===== src/rtl/segxlate.sv =====
module segxlate #(
  parameter int NSEG = 6,
  parameter int AW   = 32,
  localparam int IW  = 3,
  localparam int RW  = 3
) (
  input  logic          clk,
  input  logic          rst_n,
  input  logic          wr_en,
  input  logic [IW-1:0] wr_idx,
  input  logic [AW-1:0] wr_base,
  input  logic [AW-1:0] wr_limit,
  input  logic [RW-1:0] wr_rights,
  input  logic          wr_stack,
  input  logic [IW-1:0] acc_idx,
  input  logic [1:0]    acc_kind,
  input  logic [AW-1:0] acc_off,
  output logic [AW-1:0] phys_addr,
  output logic          acc_err
);

  localparam logic [1:0] K_READ  = 2'b00;
  localparam logic [1:0] K_WRITE = 2'b01;
  localparam logic [1:0] K_FETCH = 2'b10;

  logic [AW-1:0] base_q  [NSEG];
  logic [AW-1:0] limit_q [NSEG];
  logic [RW-1:0] rgt_q   [NSEG];
  logic          stk_q   [NSEG];

  genvar g;
  generate
    for (g = 0; g < NSEG; g++) begin : g_seg
      always_ff @(posedge clk or negedge rst_n) begin
        if (!rst_n) begin
          base_q[g]  <= '0;
          limit_q[g] <= '0;
          rgt_q[g]   <= '0;
          stk_q[g]   <= 1'b0;
        end else if (wr_en && wr_idx == IW'(g)) begin
          base_q[g]  <= wr_base;
          limit_q[g] <= wr_limit;
          rgt_q[g]   <= wr_rights;
          stk_q[g]   <= wr_stack;
        end
      end
    end
  endgenerate

  logic [AW-1:0] sel_base, sel_limit;
  logic [RW-1:0] sel_rgt;
  logic          sel_stk, idx_ok;

  always_comb begin
    sel_base  = '0;
    sel_limit = '0;
    sel_rgt   = '0;
    sel_stk   = 1'b0;
    idx_ok    = 1'b0;
    for (int i = 0; i < NSEG; i++) begin
      if (acc_idx == IW'(i)) begin
        sel_base  = base_q[i];
        sel_limit = limit_q[i];
        sel_rgt   = rgt_q[i];
        sel_stk   = stk_q[i];
        idx_ok    = 1'b1;
      end
    end
  end

  logic bound_ok, right_ok;
  assign bound_ok = sel_stk ? (acc_off > sel_limit) : (acc_off <= sel_limit);

  always_comb begin
    case (acc_kind)
      K_READ:  right_ok = sel_rgt[0];
      K_WRITE: right_ok = sel_rgt[1];
      K_FETCH: right_ok = sel_rgt[2];
      default: right_ok = 1'b0;
    endcase
  end

  assign acc_err   = !(idx_ok && bound_ok && right_ok);
  assign phys_addr = acc_err ? '0 : sel_base + acc_off;

endmodule


===== config.mk =====
export PLATFORM = sky130hd
export DESIGN_NAME = segxlate
export DESIGN_NICKNAME = d
export VERILOG_FILES = /design/src/rtl/segxlate.sv
export SDC_FILE = /design/constraint.sdc
export NUM_CORES = 1
export LEC_CHECK = 0
export BUFFER_PORTS_ARGS = -buffer_cell sky130_fd_sc_hd__buf_4
export CAP_MARGIN = 40
export CORE_MARGIN = 2
export CORE_UTILIZATION = 40
export CTS_CLUSTER_SIZE = 40
export DETAILED_ROUTE_END_ITERATION = 8
export SETUP_SLACK_MARGIN = 0.02
export SYNTH_ARGS = -nofsm -noshare
export SYNTH_HDL_FRONTEND = slang
export SYNTH_SLANG_ARGS = --single-unit

===== constraint.sdc =====
create_clock -name clk -period 4.2 [get_ports clk]
set_input_delay 0.21 -clock clk [delete_from_list [all_inputs] [get_ports clk]]
set_output_delay 0.21 -clock clk [all_outputs]
set_load 0.01 [all_outputs]

==> results.py, run 1 <==
metrics = {
    "detailed_routing": {
        "drt_iter0_markers": 952,
        "num_vias": 15500,
        "final_antenna_net_count": 0,
        "wl_per_cell_um": 22.1,
        "vias_per_cell": 5.61,
        "firstDrtPassIters": 7,
        "drt-total-wl_um": 61000,
        "drc": 0,
    },
    "global_routing": {
        "grt_pass1_vias": 16100,
        "grt_pass1_wl_um": 93800,
        "track_usage_pct": 22.4,
        "grt_overflow": 0,
        "grt_use_met1_pct": 30.1,
        "grt.met3_usage_pct": 3.65,
        "antenna_found_initial": 1,
        "grt_busiest_layer": "met2",
        "met2_usage_pct": 37.3,
        "grt_max_degree": 127,
    },
    "die": {
        "fp.dieH_um": 234,
        "start_util_pct": 40.4,
        "core-area_um2": 52300,
        "die_x_um": 234,
        "io_pins": 144,
        "dieArea_um2": 54700,
        "rows": 84,
    },
    "power": {
        "seqPwrFrac_pct": 42.6,
        "leakage_nw": 11.3,
        "internal_power_w": 0.00882,
        "vdd_drop_max_v": 0.000266,
        "combPwrFrac_pct": 24.5,
        "power_density_nw_per_um2": 460,
        "p_sw_w": 0.00342,
        "pwr-share-clk_pct": 32.9,
        "p_sw_share_pct": 27.9,
    },
    "sta": {
        "finalSetupTns_ps": -4.40,
        "fin_crit_sh_pct": 100,
        "finalMaxSlewViolations": 0,
        "slew_headroom_pct": 35.4,
        "setup_slack_ps": -4.40,
        "setup_viol": 1,
        "final_hold_viol_count": 0,
        "layout_min_cycle_time_ps": 4200,
        "finClkSkew_ps": 0,
        "worst_pin_slew_ps": 969,
        "rsz0062_at_grt": "true",
        "max_freq_mhz": 238,
    },
    "setup_path": {
        "crit_start": "limit_q[45]$_DFFE_PN0P_",
        "required_ps": 3990,
        "cp-start-kind": "register",
        "critPathKind": "reg -> out",
        "r2r_start": "limit_q[161]$_DFFE_PN0P_",
        "cp_max_fo": 7,
        "end_kind": "output port",
        "arrival_ps": 3990,
    },
    "layout": {
        "final_common_cell": "mux2_2",
        "layout_common_cells": "mux2_2 (468), dfrtp_1 (408), buf_4 (215)",
        "fin_util_pct": 50.9,
        "num-fill-cells": 4606,
        "area_growth_pct": 26.0,
        "layout.nets": 2211,
        "drive_above_1_share_pct": 43.6,
    },
    "clock_tree": {
        "clkTransAtPathRegs_ps": 60,
        "ctsHtreeMaxLevel": 2,
        "cts.sinks": 408,
        "cts_root_buf": "clkbuf_16",
        "clkLatencyLatePin_ps": 580,
        "clockBufferDepth": 3,
        "cts_tree": "yes",
        "numCtsBuffers": 46,
    },
    "logic_synthesis": {
        "synth.distinct_cells": 66,
        "synth_top_area_cell": "dfrtp_1",
        "synth_edf_count": 0,
        "yosysSeqAreaShare_pct": 48.3,
        "synth_seq_cells": 408,
        "netlist_area_um2": 21100,
        "ys_dominant_reg_cell": "dfrtp_1",
        "netlist_instances": 1770,
        "yosysTopAreaCellShare_pct": 48.3,
        "syn_avg_cell_area_um2": 11.9,
        "ys_warn_count": 0,
        "syn_nets": 1945,
        "synthArstFlopShare_pct": 100,
        "synth_area_leaders": "dfrtp_1 (48%), mux2_2 (25%), ha_1 (3.7%)",
    },
    "place": {
        "port_buffers": 143,
        "place.gp.congestion": 0.914,
        "dp_hpwl_um": 40000,
    },
    "hold_path": {
        "hold_class": "in -> async",
    },
    "run": {
        "maxCapViolations": 0,
    },
    "outcome": {
        "status": "finished, violations left",
        "violations": "negative setup slack",
    },
}
-- final timing paths --
kind	endpoint	slack, ps	cells past startpoint
worst max-delay path	phys_addr[4]	-4	14
worst min-delay path	limit_q[105]$_DFFE_PN0P_	370	2
worst max register to register	limit_q[161]$_DFFE_PN0P_	3330	2
worst min register to register	base_q[183]$_DFFE_PN0P_	490	1
max in group asynchronous	base_q[176]$_DFFE_PN0P_	2740	3
min in group clk	limit_q[42]$_DFFE_PN0P_	370	4
-- registers in the layout, summed over array words and instances (netlist names) --
signal,count
base_q,192
stk_q,6
limit_q,192
rgt_q,18
-- cell usage after synthesis, types with 2 or more instances --
master      n
a21o_1     11
ha_1       63
a31oi_1     5
nand4_1    10
a2111o_1    2
dfrtp_1   408
nor4_1      3
o211ai_1    4
inv_1      18
o31ai_1     7
and3_1      4
nor3b_1     3
nor3_1     41
o21ai_0   149
nand3_1    13
o21ai_2     2
mux4_2      4
mux2_2    471
or3_1       2
nor2b_1    41
nand2_1    57
nand2b_1    8
clkbuf_1   72
o21ai_1     2
buf_2       9
nor2_1     79
o21a_1      7
nor2_4      8
xnor2_1    13
a211oi_1   38
a21boi_0    3
o21bai_1    4
a222oi_1   29
mux2i_1    38
buf_1      29
buf_6       2
o22ai_1     2
xor2_1      5
and2_1      4
a21oi_1    74
-- critical path, cell delays in order (launching register included) --
cell      delay [ps]
dfrtp_1          380
mux2_4           270
a222oi_1         550
ha_1             240
nand4_1          210
buf_4            230
a21oi_4          200
o31ai_4          110
a21bo_2          210
a31oi_4          250
clkinv_4         160
buf_8            180
a211oi_4         160
buf_4            140
buf_4            110
-- metrics by stage --
step                      power [W]  instance area, um^2  worst slack [ps]  hold WS [ps]  instances
after global placement      0.00788                23700             -3.07           392       2597
after detailed placement    0.00801                23700             -62.8           399       2597
after floorplan             0.00700                21100              66.8         -85.6       1770
after global routing         0.0129                26600              -158           401       2757
final                        0.0122                26600             -4.40           368       2758
after CTS                    0.0122                26200             -48.4           356       2754
-- logic make-up after synthesis --
logic type / count (synthesis) / share of synthesized area [%]
fa+ha+maj: 64 / 3.83
flops: 408 / 48.3
simple gates: 278 / 6.55
compound gates: 357 / 10.7
buf+inv: 132 / 2.55
mux: 513 / 27.3
xor+xnor: 18 / 0.746
-- routing by layer --
metal	wire, um	part of all wire, %
met5	0	0
met4	1740	2.9
met3	2930	4.8
met2	29000	48
met1	27300	45
-- layout make-up --
class                   instances  area, um^2  share of cell area [%]
inverters                      19        76.3                   0.287
clock buffers                  70        1360                    5.12
diodes                          2        5.00                  0.0188
well taps                     688         861                    3.23
clock inverters                10         129                   0.484
repair buffers                331        3040                    11.4
multi-input cells            1230       10900                    41.1
flip-flops and latches        408       10200                    38.4
-- power by group through the flow --
stage | sequential (W) | clock [W] | combinational [W]
floorplan | 0.00514 | 0 | 0.00186
global placement | 0.00523 | 0 | 0.00266
detailed placement | 0.00527 | 0 | 0.00273
CTS | 0.00521 | 0.00411 | 0.00290
global route | 0.00533 | 0.00427 | 0.00327
finish | 0.00522 | 0.00402 | 0.00300
-- what timing repair did --
action | 4_1_cts | 5_1_grt
pin swaps | 31 | 57
cloned | 2 | 0
hold buffers | 69 | 0
endpoints found under the hold margin | 529 | 0
buffers inserted | 6 | 7
endpoints found under the setup margin | 32 | 33
gates resized for setup | 47 | 94
(Power assumes the default switching activity.)
==> run 2: changes to the inputs <==
REMOVE_ABC_BUFFERS = 1   (was not set)
==> run 2 against run 1 <==
Against the previous run:
- the run still ends with negative setup slack left
- count of clock-buffer cells in the layout fell by 1
- die area did not move
- design area fell by 2.2%
==> results.py, run 2 (same netlist as run 1, synthesis figures left out) <==
metrics = {
    "outcome": {
        "status": "finished, violations left",
        "violations": "negative setup slack",
    },
    "layout": {
        "layout.cells.non_filler": 2727,
        "final_common_cell": "mux2_2",
        "layout_common_cells": "mux2_2 (470), dfrtp_1 (408), buf_4 (210)",
        "area_growth_pct": 23.2,
        "num-fill-cells": 4617,
        "drive_above_1_share_pct": 41.8,
        "layout.nets": 2184,
        "reg.largest.list": "base_q: 192 flops, limit_q: 192 flops, rgt_q: 18 flops",
    },
    "sta": {
        "max_freq_mhz": 231,
        "worst_pin_slew_ps": 921,
        "rsz0062_at_grt": "true",
        "finalMaxSlewViolations": 0,
        "finalSetupTns_ps": -2520,
        "setup_slack_ps": -120,
        "setup_viol": 30,
        "fin_crit_sh_pct": 103,
        "layout_min_cycle_time_ps": 4320,
        "finClkSkew_ps": 0,
        "slew_headroom_pct": 38.6,
        "final_hold_viol_count": 0,
    },
    "setup_path": {
        "crit_start": "limit_q[191]$_DFFE_PN0P_",
        "cp_max_fo": 7,
        "cp-start-kind": "register",
        "worst-path-buf-inv": 6,
        "crit_cells": 17,
        "crit_top_cell": "buf_4",
        "crit_end": "phys_addr[2]",
        "end_kind": "output port",
        "r2r_start": "limit_q[159]$_DFFE_PN0P_",
        "worst-r2r-setup-slack_ps": 3400,
        "reg2reg_depth": 1,
        "required_ps": 3990,
        "reg2reg_to": "limit_q[159]$_DFFE_PN0P_",
        "cpLargestDelayFamily": "buffers and inverters",
        "cpMaxStageDelayCell": "dfrtp_1",
        "critPathKind": "reg -> out",
        "worstPathCellList": "nor2b_2 -> a211oi_2 -> o31ai_1 -> nand3_1 -> ha_4 -> nand4_1 -> buf_4 -> nor4_2 -> buf_4 -> o311ai_4 -> a21bo_4 -> a31oi_4 -> inv_4 -> buf_12 -> nor3_2 -> buf_4 -> buf_4",
        "arrival_ps": 4110,
        "worst_path_largest_cell_delay_ps": 340,
    },
    "die": {
        "start_util_pct": 40.4,
        "rows": 84,
        "core-area_um2": 52300,
        "io_pins": 144,
        "fp.dieH_um": 234,
        "dieArea_um2": 54700,
        "die_x_um": 234,
    },
    "detailed_routing": {
        "num_vias": 15400,
        "drt_iter0_markers": 1064,
        "drc": 0,
        "vias_per_cell": 5.65,
        "drt-total-wl_um": 60100,
        "final_antenna_net_count": 0,
        "firstDrtPassIters": 5,
        "wl_per_cell_um": 22.1,
    },
    "place": {
        "dp_slack_ps": -221,
        "port_buffers": 143,
        "placed_cells": 2573,
        "dp_hpwl_um": 39500,
        "place.gp.congestion": 0.874,
    },
    "global_routing": {
        "track_usage_pct": 22.2,
        "grt_pass1_wl_um": 92700,
        "antenna_found_initial": 0,
        "grt_pass1_vias": 15900,
        "grt_max_degree": 108,
        "grt_overflow": 0,
    },
    "run": {
        "maxCapViolations": 0,
    },
    "clock_tree": {
        "cts_tree": "yes",
        "clkTransAtPathRegs_ps": 60,
        "cts_root_buf": "clkbuf_16",
        "cts.sinks": 408,
        "ctsHtreeMaxLevel": 2,
        "clkLatencyLatePin_ps": 550,
        "numCtsBuffers": 45,
        "clockBufferDepth": 3,
    },
    "hold_path": {
        "hold_class": "in -> async",
    },
    "power": {
        "power_density_nw_per_um2": 457,
        "leakage_nw": 11.1,
        "vdd_drop_max_v": 0.000271,
        "total_power_w": 0.0119,
    },
}
-- run 2: cell count changes in the layout (fill, tap and decap cells not counted), sizes merged --
cell	delta
diode	-1
clkbuf	-1
buf	-27
clkinv	-2
bufbuf	+1
bufinv	-2
clkinvlp	+1
-- run 2: layer usage --
metal	vias to the layer above	GRT usage, %	wire length (um)
met2	392	36.6	28500
met3	126	3.56	3050
met4	0	7.71	1990
met5	-	0	0
met1	7876	29.7	26600
li1	7005	-	-
-- run 2: how the worst min path moves through the flow --
stage	end	slack (ps)	cells after the start	startpoint
final	limit_q[173]$_DFFE_PN0P_	280	2	rst_n
after global routing	limit_q[109]$_DFFE_PN0P_	370	2	rst_n
after CTS	limit_q[45]$_DFFE_PN0P_	340	2	rst_n
after detailed placement	limit_q[13]$_DFFE_PN0P_	350	1	rst_n
after global placement	limit_q[109]$_DFFE_PN0P_	330	1	rst_n
after floorplan	base_q[0]$_DFFE_PN0P_	-90	0	rst_n
-- run 2: metrics by stage --
step	hold WS, ps	area, um^2	util (%)
after floorplan	-85.6	20700	-
after global placement	332	23500	44.9
after detailed placement	349	23500	44.9
after CTS	338	26000	49.7
after global routing	373	26000	49.7
final	284	26000	49.7
-- run 2: cell type report --
type,instances,area [um^2],area share (%)
Tap cell,688,861,3.31
Antenna cell,1,2.50,0.00961
Clock inverter,7,62.6,0.240
Inverter,19,73.8,0.284
Multi-Input combinational cell,1230,10700,41.2
Clock buffer,69,1360,5.21
Timing Repair Buffer,305,2730,10.5
Sequential cell,408,10200,39.2
-- run 2: where the power goes --
part	total (W)	switching (W)	internal (W)
registers	0.00522	0.000417	0.00480
logic	0.00284	0.00132	0.00152
clock network	0.00383	0.00157	0.00226
total	0.0119	0.00330	0.00859
-- run 2: timing repair --
action	4_1_cts	5_1_grt
resized for setup	68	2
hold endpoints to repair	510	0
hold buffers	69	0
cloned	1	0
pin swaps	17	4
setup buffers	6	2
setup endpoints to repair	32	33
==> run 3: changes to the inputs <==
CORE_UTILIZATION = 27   (was 40)
CTS_BUF_LIST = sky130_fd_sc_hd__clkbuf_8   (was not set)
==> run 3 against run 2 <==
Against the previous run:
- clock skew did not move
- first-iteration DRC count fell by 10%
- count of clock-buffer cells in the layout rose by 16
- die area rose by 47%
- sequential share of layout area fell by 1.4 points
- via count rose by 3.2%
- maximum frequency rose by 0.22%
- cell count rose by 16%
- design area rose by 3.8%
- sequential power barely moved
- register-to-register slack got worse by 190 ps
- setup slack improved by 9.4 ps
- the run still ends with negative setup slack left
==> results.py, run 3 (same netlist as run 1, synthesis figures left out) <==
metrics = {
    "sta": {
        "max_freq_mhz": 232,
        "layout_min_cycle_time_ps": 4310,
        "fin_crit_sh_pct": 103,
        "rsz0062_at_grt": "true",
        "finalMaxSlewViolations": 0,
        "final_hold_viol_count": 0,
        "worst_pin_slew_ps": 982,
        "finalSetupTns_ps": -622,
        "setup_viol": 16,
        "finClkSkew_ps": 0,
        "setup_slack_ps": -111,
        "slew_headroom_pct": 34.5,
        "whs_ps": 88.3,
    },
    "detailed_routing": {
        "final_antenna_net_count": 0,
        "drc": 0,
        "drt_iter0_markers": 956,
        "wl_per_cell_um": 21.0,
        "firstDrtPassIters": 9,
        "vias_per_cell": 5.02,
        "drt-total-wl_um": 66500,
        "num_vias": 15900,
    },
    "setup_path": {
        "cp-start-kind": "register",
        "cp_max_fo": 10,
        "end_kind": "output port",
        "critPathKind": "reg -> out",
        "arrival_ps": 4100,
        "required_ps": 3990,
    },
    "global_routing": {
        "grt_pass1_wl_um": 102000,
        "antenna_found_initial": 6,
        "grt_max_degree": 121,
        "track_usage_pct": 16.4,
        "grt_overflow": 0,
        "grt_pass1_vias": 17000,
    },
    "die": {
        "die_x_um": 284,
        "fp.dieH_um": 284,
        "rows": 102,
        "dieArea_um2": 80500,
        "core-area_um2": 77500,
        "io_pins": 144,
        "start_util_pct": 27.3,
    },
    "outcome": {
        "status": "finished, violations left",
        "violations": "negative setup slack",
    },
    "layout": {
        "layout.nets": 2255,
        "design_area_um2": 27000,
        "drive_above_1_share_pct": 45.5,
        "layout_common_cells": "mux2_2 (469), dfrtp_1 (408), buf_4 (240)",
        "final_common_cell": "mux2_2",
        "area_growth_pct": 27.9,
        "reg.largest.list": "base_q: 192 flops, limit_q: 192 flops, rgt_q: 18 flops",
        "layout.cells.non_filler": 3166,
    },
    "power": {
        "power_density_nw_per_um2": 434,
        "leakage_nw": 11.4,
        "vdd_drop_max_v": 0.000190,
    },
    "place": {
        "placed_area_um2": 24300,
        "placed_cells": 2958,
        "place.gp.congestion": 0.873,
        "dp_hpwl_um": 45700,
        "dp_slack_ps": -93.8,
        "port_buffers": 143,
    },
    "clock_tree": {
        "cts_tree": "yes",
        "cts_root_buf": "clkbuf_8",
        "cts.sinks": 408,
        "clkLatencyLatePin_ps": 660,
        "clockBufferDepth": 3,
        "clkTransAtPathRegs_ps": 60,
        "ctsHtreeMaxLevel": 3,
        "numCtsBuffers": 69,
    },
    "run": {
        "maxCapViolations": 0,
    },
    "hold_path": {
        "hold_class": "in -> reg",
    },
}
-- run 3: changes by cell type in the layout (fill, tap and decap cells not counted), moves of 11 or more --
cell | previous run | this run
a21oi_1 | 71 | 55
a21oi_2 | 3 | 19
buf_12 | 15 | 26
buf_4 | 210 | 240
clkbuf_16 | 45 | 0
clkbuf_8 | 14 | 85
inv_1 | 17 | 32
o21ai_0 | 147 | 135
o21ai_1 | 2 | 13
-- run 3: area by class of cell --
class | count | area, um^2
fill | 7639 | 50400
multi-input combinational | 1230 | 10900
sequential | 408 | 10200
timing repair buffer | 352 | 3210
tap | 1040 | 1300
clock buffer | 85 | 1170
clock inverter | 29 | 144
inverter | 19 | 76.3
antenna | 3 | 7.51
-- run 3: metrics by stage --
step,total power (W),utilization (%)
after floorplan,0.00695,-
after detailed placement,0.00809,31.4
final,0.0117,34.9
after global routing,0.0124,34.9
after global placement,0.00794,31.3
after CTS,0.0117,34.6
-- run 3: critical path, stage by stage (launching register included) --
cell,delay [ps]
dfrtp_1,370
mux2_2,260
a222oi_1,440
ha_1,330
nand4_1,150
buf_4,140
nor2_2,30
a22o_2,280
a2111oi_4,240
a31oi_2,160
a31oi_4,250
clkinv_4,150
buf_12,180
nor3_4,200
buf_4,150
buf_4,110
-- run 3: repair_timing --
action | in CTS | in global routing
pin swaps | 39 | 25
setup endpoints to repair | 32 | 32
endpoints found under the hold margin | 523 | 0
hold buffers | 69 | 0
buffers inserted | 13 | 11
resized for setup | 80 | 48
-- run 3: worst paths after layout --
kind                                               from                 endpoint  slack [ps]  cells past startpoint
worst max-delay path            limit_q[27]$_DFFE_PN0P_             phys_addr[2]        -110                     15
max in group asynchronous                         rst_n     stk_q[3]$_DFFE_PN0P_        2710                      3
worst max register to register  limit_q[57]$_DFFE_PN0P_  limit_q[57]$_DFFE_PN0P_        3210                      3
worst min register to register   base_q[78]$_DFFE_PN0P_   base_q[78]$_DFFE_PN0P_         500                      1
min in group asynchronous                         rst_n  limit_q[77]$_DFFE_PN0P_         300                      2
worst min-delay path                          wr_idx[1]  base_q[173]$_DFFE_PN0P_          90                      3
-- run 3: power by group --
part | leakage (nW) | internal (W) | switching (W) | total [W]
combinational | 5.79 | 0.00164 | 0.00142 | 0.00306
clock | 0.725 | 0.00182 | 0.00163 | 0.00344
sequential | 4.90 | 0.00480 | 0.000427 | 0.00523
-- run 3: layer usage --
metal	vias up	share of wire (%)	track usage (%)
li1	7151	-	-
met1	8150	44	21.5
met2	461	47	26.7
met3	118	6.0	3.13
met4	6	3.2	6.56
met5	-	0.051	0
